**config.mk**
```make
export PLATFORM = sky130hd
export DESIGN_NAME = quad_pos_counter
export DESIGN_NICKNAME = d
export VERILOG_FILES = /design/src/rtl/quad_pos_counter.sv
export SDC_FILE = /design/constraint.sdc
export NUM_CORES = 1
export LEC_CHECK = 0
export ABC_AREA = 1
export CAP_MARGIN = 20
export CORE_ASPECT_RATIO = 0.6
export CORE_UTILIZATION = 45
export DETAILED_ROUTE_END_ITERATION = 7
export PLACE_DENSITY = 0.83
export SYNTH_ARGS = -nofsm -noshare
export SYNTH_HDL_FRONTEND = slang
export SYNTH_SLANG_ARGS = --single-unit
```
**constraint.sdc**
```tcl
create_clock -name clk -period 4.12 [get_ports clk]
set_input_delay 0.824 -clock clk [delete_from_list [all_inputs] [get_ports clk]]
set_output_delay 0.824 -clock clk [all_outputs]
set_load 0.02 [all_outputs]
```
**src/rtl/quad_pos_counter.sv**
```systemverilog
module quad_pos_counter #(
  parameter int CNT_W       = 16,
  parameter int SYNC_STAGES = 2
) (
  input  logic             clk,
  input  logic             rst_n,
  input  logic [7:0]       ctrl_byte,
  input  logic [CNT_W-1:0] preset_data,
  input  logic             vr_mode,
  input  logic             in_a,
  input  logic             in_b,
  input  logic             in_c,
  output logic [7:0]       status_byte,
  output logic [CNT_W-1:0] count_value,
  output logic [CNT_W-1:0] latch_value,
  output logic [7:0]       level_byte
);

  localparam logic [CNT_W-1:0] CNT_MAX = '1;
  localparam logic [CNT_W-1:0] CNT_MIN = '0;

  logic [2:0]       sy [SYNC_STAGES];
  logic [2:0]       lv_d;
  logic [CNT_W-1:0] cnt, lat;
  logic             ovf, unf, ack, per_ack, lt_valid, cb2_d;

  wire [2:0] lv = sy[SYNC_STAGES-1];

  always_ff @(posedge clk) begin
    if (!rst_n) begin
      for (int i = 0; i < SYNC_STAGES; i++) sy[i] <= '0;
      lv_d <= '0;
    end else begin
      sy[0] <= {in_c, in_b, in_a};
      for (int i = 1; i < SYNC_STAGES; i++) sy[i] <= sy[i-1];
      lv_d <= lv;
    end
  end

  wire ch_a    = lv[0] ^ lv_d[0];
  wire ch_b    = lv[1] ^ lv_d[1];
  wire q_step  = ch_a ^ ch_b;
  wire q_up    = lv[0] ^ lv_d[1];
  wire v_step  = lv[0] & ~lv_d[0];
  wire v_up    = ~lv[1];
  wire step    = vr_mode ? v_step : q_step;
  wire up      = vr_mode ? v_up : q_up;
  wire proc    = ~ctrl_byte[7];
  wire load    = proc & ctrl_byte[2] & ~cb2_d;
  wire c_rise  = lv[2] & ~lv_d[2];
  wire capture = proc & ctrl_byte[0] & ~vr_mode & ~lt_valid & c_rise;

  always_ff @(posedge clk) begin
    if (!rst_n) begin
      cnt <= '0;
      ovf <= 1'b0;
      unf <= 1'b0;
    end else if (load) begin
      cnt <= preset_data;
      ovf <= 1'b0;
      unf <= 1'b0;
    end else if (step) begin
      if (up) begin
        cnt <= cnt + 1'b1;
        if (cnt == CNT_MAX) ovf <= 1'b1;
      end else begin
        cnt <= cnt - 1'b1;
        if (cnt == CNT_MIN) unf <= 1'b1;
      end
    end
  end

  always_ff @(posedge clk) begin
    if (!rst_n) begin
      cb2_d    <= 1'b0;
      ack      <= 1'b0;
      per_ack  <= 1'b0;
      lat      <= '0;
      lt_valid <= 1'b0;
    end else begin
      cb2_d <= ctrl_byte[2];
      if (load)                     ack <= 1'b1;
      else if (proc && !ctrl_byte[2]) ack <= 1'b0;
      if (proc) per_ack <= ctrl_byte[1];
      if (capture) begin
        lat      <= cnt;
        lt_valid <= 1'b1;
      end else if (proc && !ctrl_byte[0]) begin
        lt_valid <= 1'b0;
      end
    end
  end

  assign count_value = cnt;
  assign latch_value = lat;
  assign status_byte = {3'b000, ovf, unf, ack, per_ack, lt_valid};
  assign level_byte  = {2'b00, lv[2], lv[1], lv[0], 3'b000};

endmodule

```
# [Word-level counts from Yosys, hierarchy flattened]
# Memories as Yosys holds them, arrays and structs flattened.
# Cells that the tools add are included.
[word_totals] register_bits=41 out_inout_bits=48 mem_bits_rw=6 n_memories=1
[op_classes] n_mux=13 reduce_logical=11 bitwise=23 n_eq_ne=1 n_addsub=2
[mem_list] memory="sy" words=2 width=3 rd=2 rd_clocked_by_memory_dff=0 write_ports=2 line_no="22" rtl="logic [2:0] sy [SYNC_STAGES];"
[ops] cell="2-to-1 mux 16 bit" count=3
[ops] cell="adder 16 x 1 -> 16 bit (second input constant)" count=1
[ops] cell="== test 16 bit (second input constant)" count=1
[ops] cell="logical NOT 16 bit" count=1
[ops] cell="subtractor 16 x 1 -> 16 bit (second input constant)" count=1
[ops] cell="NOT 1 bit" count=9
[ops] cell="AND 1 bit" count=8
[ops] cell="2-to-1 mux 1 bit" count=8
[ops] cell="2-to-1 mux 3 bit" count=2
[ops] cell="AND reduction 3 bit" count=2
[ops] cell="nonzero test 2 bit" count=3
[ops] cell="bitwise XOR 1 bit" count=4
[ops] cell="logical AND 1 bit" count=2
[ops] cell="logical NOT 1 bit" count=2
[ops] cell="bitwise OR 1 bit" count=2
[ops] cell="OR reduction 2 bit" count=1

# [Logic depth before layout (Yosys ltp)]
[logic_depth] depth_word=6 ltp_mapped=17

# [Worst setup path after synthesis]
# OpenSTA, ideal clock, no wires.
[synth_path] path_kind="input to register" start="input port vr_mode" end="register cnt[14], in the netlist count_value[14]" setup_slack_ns=1.750 t_required_ns=3.983 path_stages=16 setup_time_ns=0.137 arrival_ns=2.233 path_buffers=1 path_cell_list="inv_2 -> or2_1 -> buf_6 -> nand3_1 -> nand2_1 -> inv_1 -> ha_1 -> inv_1 -> nand2_1 -> nand2_1 -> o21ai_2 -> nand2_1 -> nand3b_1 -> nand3_1 -> nand2_1 -> a21oi_1"
[synth_via] elab_chain_len=4
[synth_rtl] item="from (decl)" line_no="9" rtl="input logic vr_mode,"
[synth_rtl] item="2-to-1 mux 1 bit" line_no="47" rtl="wire up = vr_mode ? v_up : q_up;"
[synth_rtl] item="2-to-1 mux 16 bit" line_no="63" rtl="if (up) begin"
[synth_rtl] item="2-to-1 mux 16 bit" line_no="62" rtl="end else if (step) begin"
[synth_rtl] item="2-to-1 mux 16 bit" line_no="58" rtl="end else if (load) begin"
[synth_rtl] item="to (signal assigned)" line_no="59" rtl="cnt <= preset_data;"
[synth_rtl] item="to (signal assigned)" line_no="64" rtl="cnt <= cnt + 1'b1;"
[synth_rtl] item="to (signal assigned)" line_no="67" rtl="cnt <= cnt - 1'b1;"
[synth_rtl] item="to (decl)" line_no="24" rtl="logic [CNT_W-1:0] cnt, lat;"
# Several ways; a longest one is shown, not always the timed one. The select of a mux whose other input is x is not followed.
# A chain may end at the register's enable or synchronous reset.

# [Worst setup path in the final report]
[layout_path] start="input port vr_mode" end="register cnt[8], in the netlist count_value[8]"
# The elaborated chain is that of the path after synthesis.

==> summary.md <==
| Metric | Value |
|---|---|
| Status | `complete, but fails checks` |
| Failing checks | `DRC` |
| Drt pass-1 iters | `8` |
| Full die area | `6850 sq um` |
| Htree depth | `2` |
| Worst Skew | `between 0.01 and 0.015 ns` |
| Drt drc | `1` |
| CP Cell Sequence | `clkdlybuf4s50_1 > inv_2 > or2_1 > nand3_1 > nand2_1 > inv_1 > ha_1 > inv_1 > nand2_1 > nand2_1 > o21ai_2 > a21oi_1 > or2_1 > nand3_1 > a21oi_1` |
| Power Internal | `between 0.8 and 0.9 mW` |
| Initial DRC count | `between 200 and 300` |
| Post-synth EDFFs | `0` |
| Family with the most delay on the worst path | `simple AND/OR/NAND/NOR gates` |
| Post-route setup TNS | `0 ns` |
| RSZ-0062 raised after global routing | `false` |
| Vias in the first global route | `around 2,800` |
| Commonest cells after routing, fill and taps aside | `97 x nand2_1, 70 x inv_1, 65 x clkdlybuf4s50_1` |
| CTS Buffer Depth | `2` |
| Endpoints failing setup | `0` |
| Slowest cell on crit path | `clkdlybuf4s50_1` |
| Antenna viol nets, final | `0` |
| Switch Pwr | `slightly above 0.5 mW` |
| P&R area growth vs syn | `23.9%` |
| PostCTS Resize Cnt | `0` |
| Leak | `1.61 nW` |
| Number of max-cap violations | `0` |
| Largest net degree at the start of global routing | `36` |
| Sequential-to-total area share from yosys stat | `0.321` |
| Post-CTS setup buffer count | `0` |
| Nets | `roughly 530` |
| Worst endpoint data arrival time | `about 3.3 ns` |
| First-pass GRT wire length | `approximately 13 mm` |
| Post-DR wirelength/cell | `around 14 um` |
| Clock latency on the worst-skew pair | `0.32 ns` |
| Final Hold Fails | `0` |
| Primary FF master, synth | `dfxtp_1` |
| Worst slew margin | `0.557` |
| Hold_buf cts | `0` |
| Combinational share of power | `0.351` |
| P per Cell Area | `~360 nW/um^2` |
| IO buf count | `65` |
| CTS Root Cell | `clkbuf_8` |
| Slew @ Worst Pin | `0.664 ns` |
| Layout cells sized above 1 | `0.0775` |
| Reg clk slew, reported paths | `roughly 0.09 ns` |
| Number of CTS-inserted buffers | `5` |
| Worst Hold Class | `reg -> reg` |
| Sw Share | `0.391` |
| Worst EP required | `approximately 4.4 ns` |
| CTS tree | `done` |
| Max incr delay on CP | `0.50 ns` |
| Most frequent CP cell | `nand2_1` |
| Final Max Tran Viols | `0` |
| Clock Sinks | `47` |
| Peak supply drop | `0.158 mV` |
| WP buf/inv | `4` |
| Number of synthesis warnings | `0` |
| Final period util | `0.733` |
| Seq pwr share | `0.412` |
| Final worst setup slack | `1.10 ns` |
| Die X | `roughly 110 um` |
| Final min period | `roughly 3 ns` |
| Fmax | `between 300 and 400 MHz` |
| Syn Inst Count | `between 400 and 500` |
| Post-Syn Area | `~2900 sq um` |
| Crit Path Class | `in -> reg` |
| Initial Util | `0.473` |
| Overflow after GRT | `0` |
| Via Count | `between 3,000 and 4,000` |
| Crit. End Element | `flop` |
| Synth Area per Inst | `~6.5 sq um` |
| Top Ports | `a little under 80` |
| Routed WL | `7.93 mm` |
| Vias/cell | `approximately 5.2` |
| Core Area | `around 6200 sq um` |
| Ys async rst share | `0` |
| Distinct cells, synth | `38` |
| Hold Slack | `roughly 0.42 ns` |
| Dpl hpwl | `between 5 and 6 mm` |
| Worst Path Max Fanout | `6` |
| DIE HEIGHT | `64.5 um` |
| Clock Power Share | `0.237` |
| Yosys reg bits | `47` |
| Initial antenna violation count | `0` |
| RD Place Congestion | `around 1` |
| GRT Overall Usage | `0.242` |
| CP Launch Type | `primary input` |
| Antenna Cells | `0` |
| Setup WS pre-CTS | `about 0.83 ns` |
| Most common cell after layout, fill and taps aside | `nand2_1` |
| Num rows | `22` |
metal layers:
metal,track usage,up-vias,wire length (um)
met1,0.323,1353,3710
met4,0.0729,0,94
li1,-,1514,-
met3,0.0553,16,759
met5,0,-,0
met2,0.391,157,3360
cells in the mapped netlist, types with 3 or more instances:
| library cell | number | area share |
|---|---|---|
| clkbuf_1 | 11 | 0.014 |
| inv_1 | 70 | 0.090 |
| buf_4 | 16 | 0.041 |
| buf_2 | 4 | 0.0068 |
| nor3_1 | 3 | 0.0051 |
| nand4_1 | 5 | 0.011 |
| nor4_1 | 5 | 0.011 |
| o41ai_1 | 3 | 0.0090 |
| nand3_1 | 27 | 0.046 |
| o21ai_0 | 33 | 0.056 |
| xor2_1 | 5 | 0.015 |
| nand2_2 | 11 | 0.023 |
| nor2_1 | 41 | 0.053 |
| a21oi_1 | 39 | 0.067 |
| nor2_2 | 3 | 0.0064 |
| dfxtp_1 | 47 | 0.32 |
| a21oi_2 | 4 | 0.012 |
| nand2_1 | 97 | 0.12 |
worst register-to-register path: cells and delay by family, from the launching register on:
kind / cells / cell delay [ns]
compound gates: 3 / 0.49
buf+inv: 2 / 0.09
fa+ha+maj: 1 / 0.16
simple gates: 7 / 1.08
flops: 1 / 0.42
kinds of logic (layout without fill, tap and decap cells):
logic type | after synthesis | in the layout | share of synthesized area
AOI/OAI and AO/OA | 89 | 89 | 0.171
xor gates and xnor gates | 7 | 7 | 0.0209
adders and majority gates | 2 | 2 | 0.00854
buffers and inverters | 105 | 148 | 0.165
DFF | 47 | 47 | 0.321
other | 1 | 8 | 0.00128
and+or+nand+nor | 202 | 202 | 0.313
state kept, by name, summed over array words and instances (netlist names):
| signal | cells |
|---|---|
| cb2_d | 1 |
| count_value | 16 |
| ack | 1 |
| per_ack | 1 |
| lv_d | 3 |
| latch_value | 16 |
| unf | 1 |
| lt_valid | 1 |
| sy | 6 |
| ovf | 1 |
power by group through the flow:
stage               Clock, mW  Combinational, mW  Sequential [mW]
floorplan                   0              0.301            0.553
global placement            0              0.437            0.549
detailed placement          0              0.449            0.551
CTS                     0.310              0.452            0.540
global route            0.331              0.507            0.548
finish                  0.312              0.463            0.543
cell type report:
cell class | count | area, sq um
inverters | 71 | 267
repair buffers | 69 | 688
multi-input cells | 308 | 1530
clock buffers | 6 | 82.6
fillers | 587 | 2560
well taps | 84 | 105
flip-flops and latches | 47 | 941
clock inverters | 2 | 13.8
through the flow:
step | power [mW] | cell area (sq um) | utilization | std cells
global placement | 0.986 | 3520 | 0.568 | 578
floorplan | 0.855 | 2960 | - | 460
global route | 1.39 | 3630 | 0.586 | 587
finish | 1.32 | 3630 | 0.586 | 587
CTS | 1.30 | 3610 | 0.584 | 586
detailed placement | 1.00 | 3520 | 0.568 | 578
path summary, 6_finish.rpt:
check	from	endpoint	slack [ns]	depth (start not counted)
setup / recovery	vr_mode	count_value[8]$_SDFFE_PN0P_	1.10	15
hold / removal	sy[0][2]$_SDFF_PN0_	sy[0][5]$_SDFF_PN0_	0.42	2
setup reg to reg	sy[0][4]$_SDFF_PN0_	count_value[8]$_SDFFE_PN0P_	1.81	13
hold reg to reg	sy[0][2]$_SDFF_PN0_	sy[0][5]$_SDFF_PN0_	0.42	2
No activity file was read; power rests on OpenSTA's default activity.
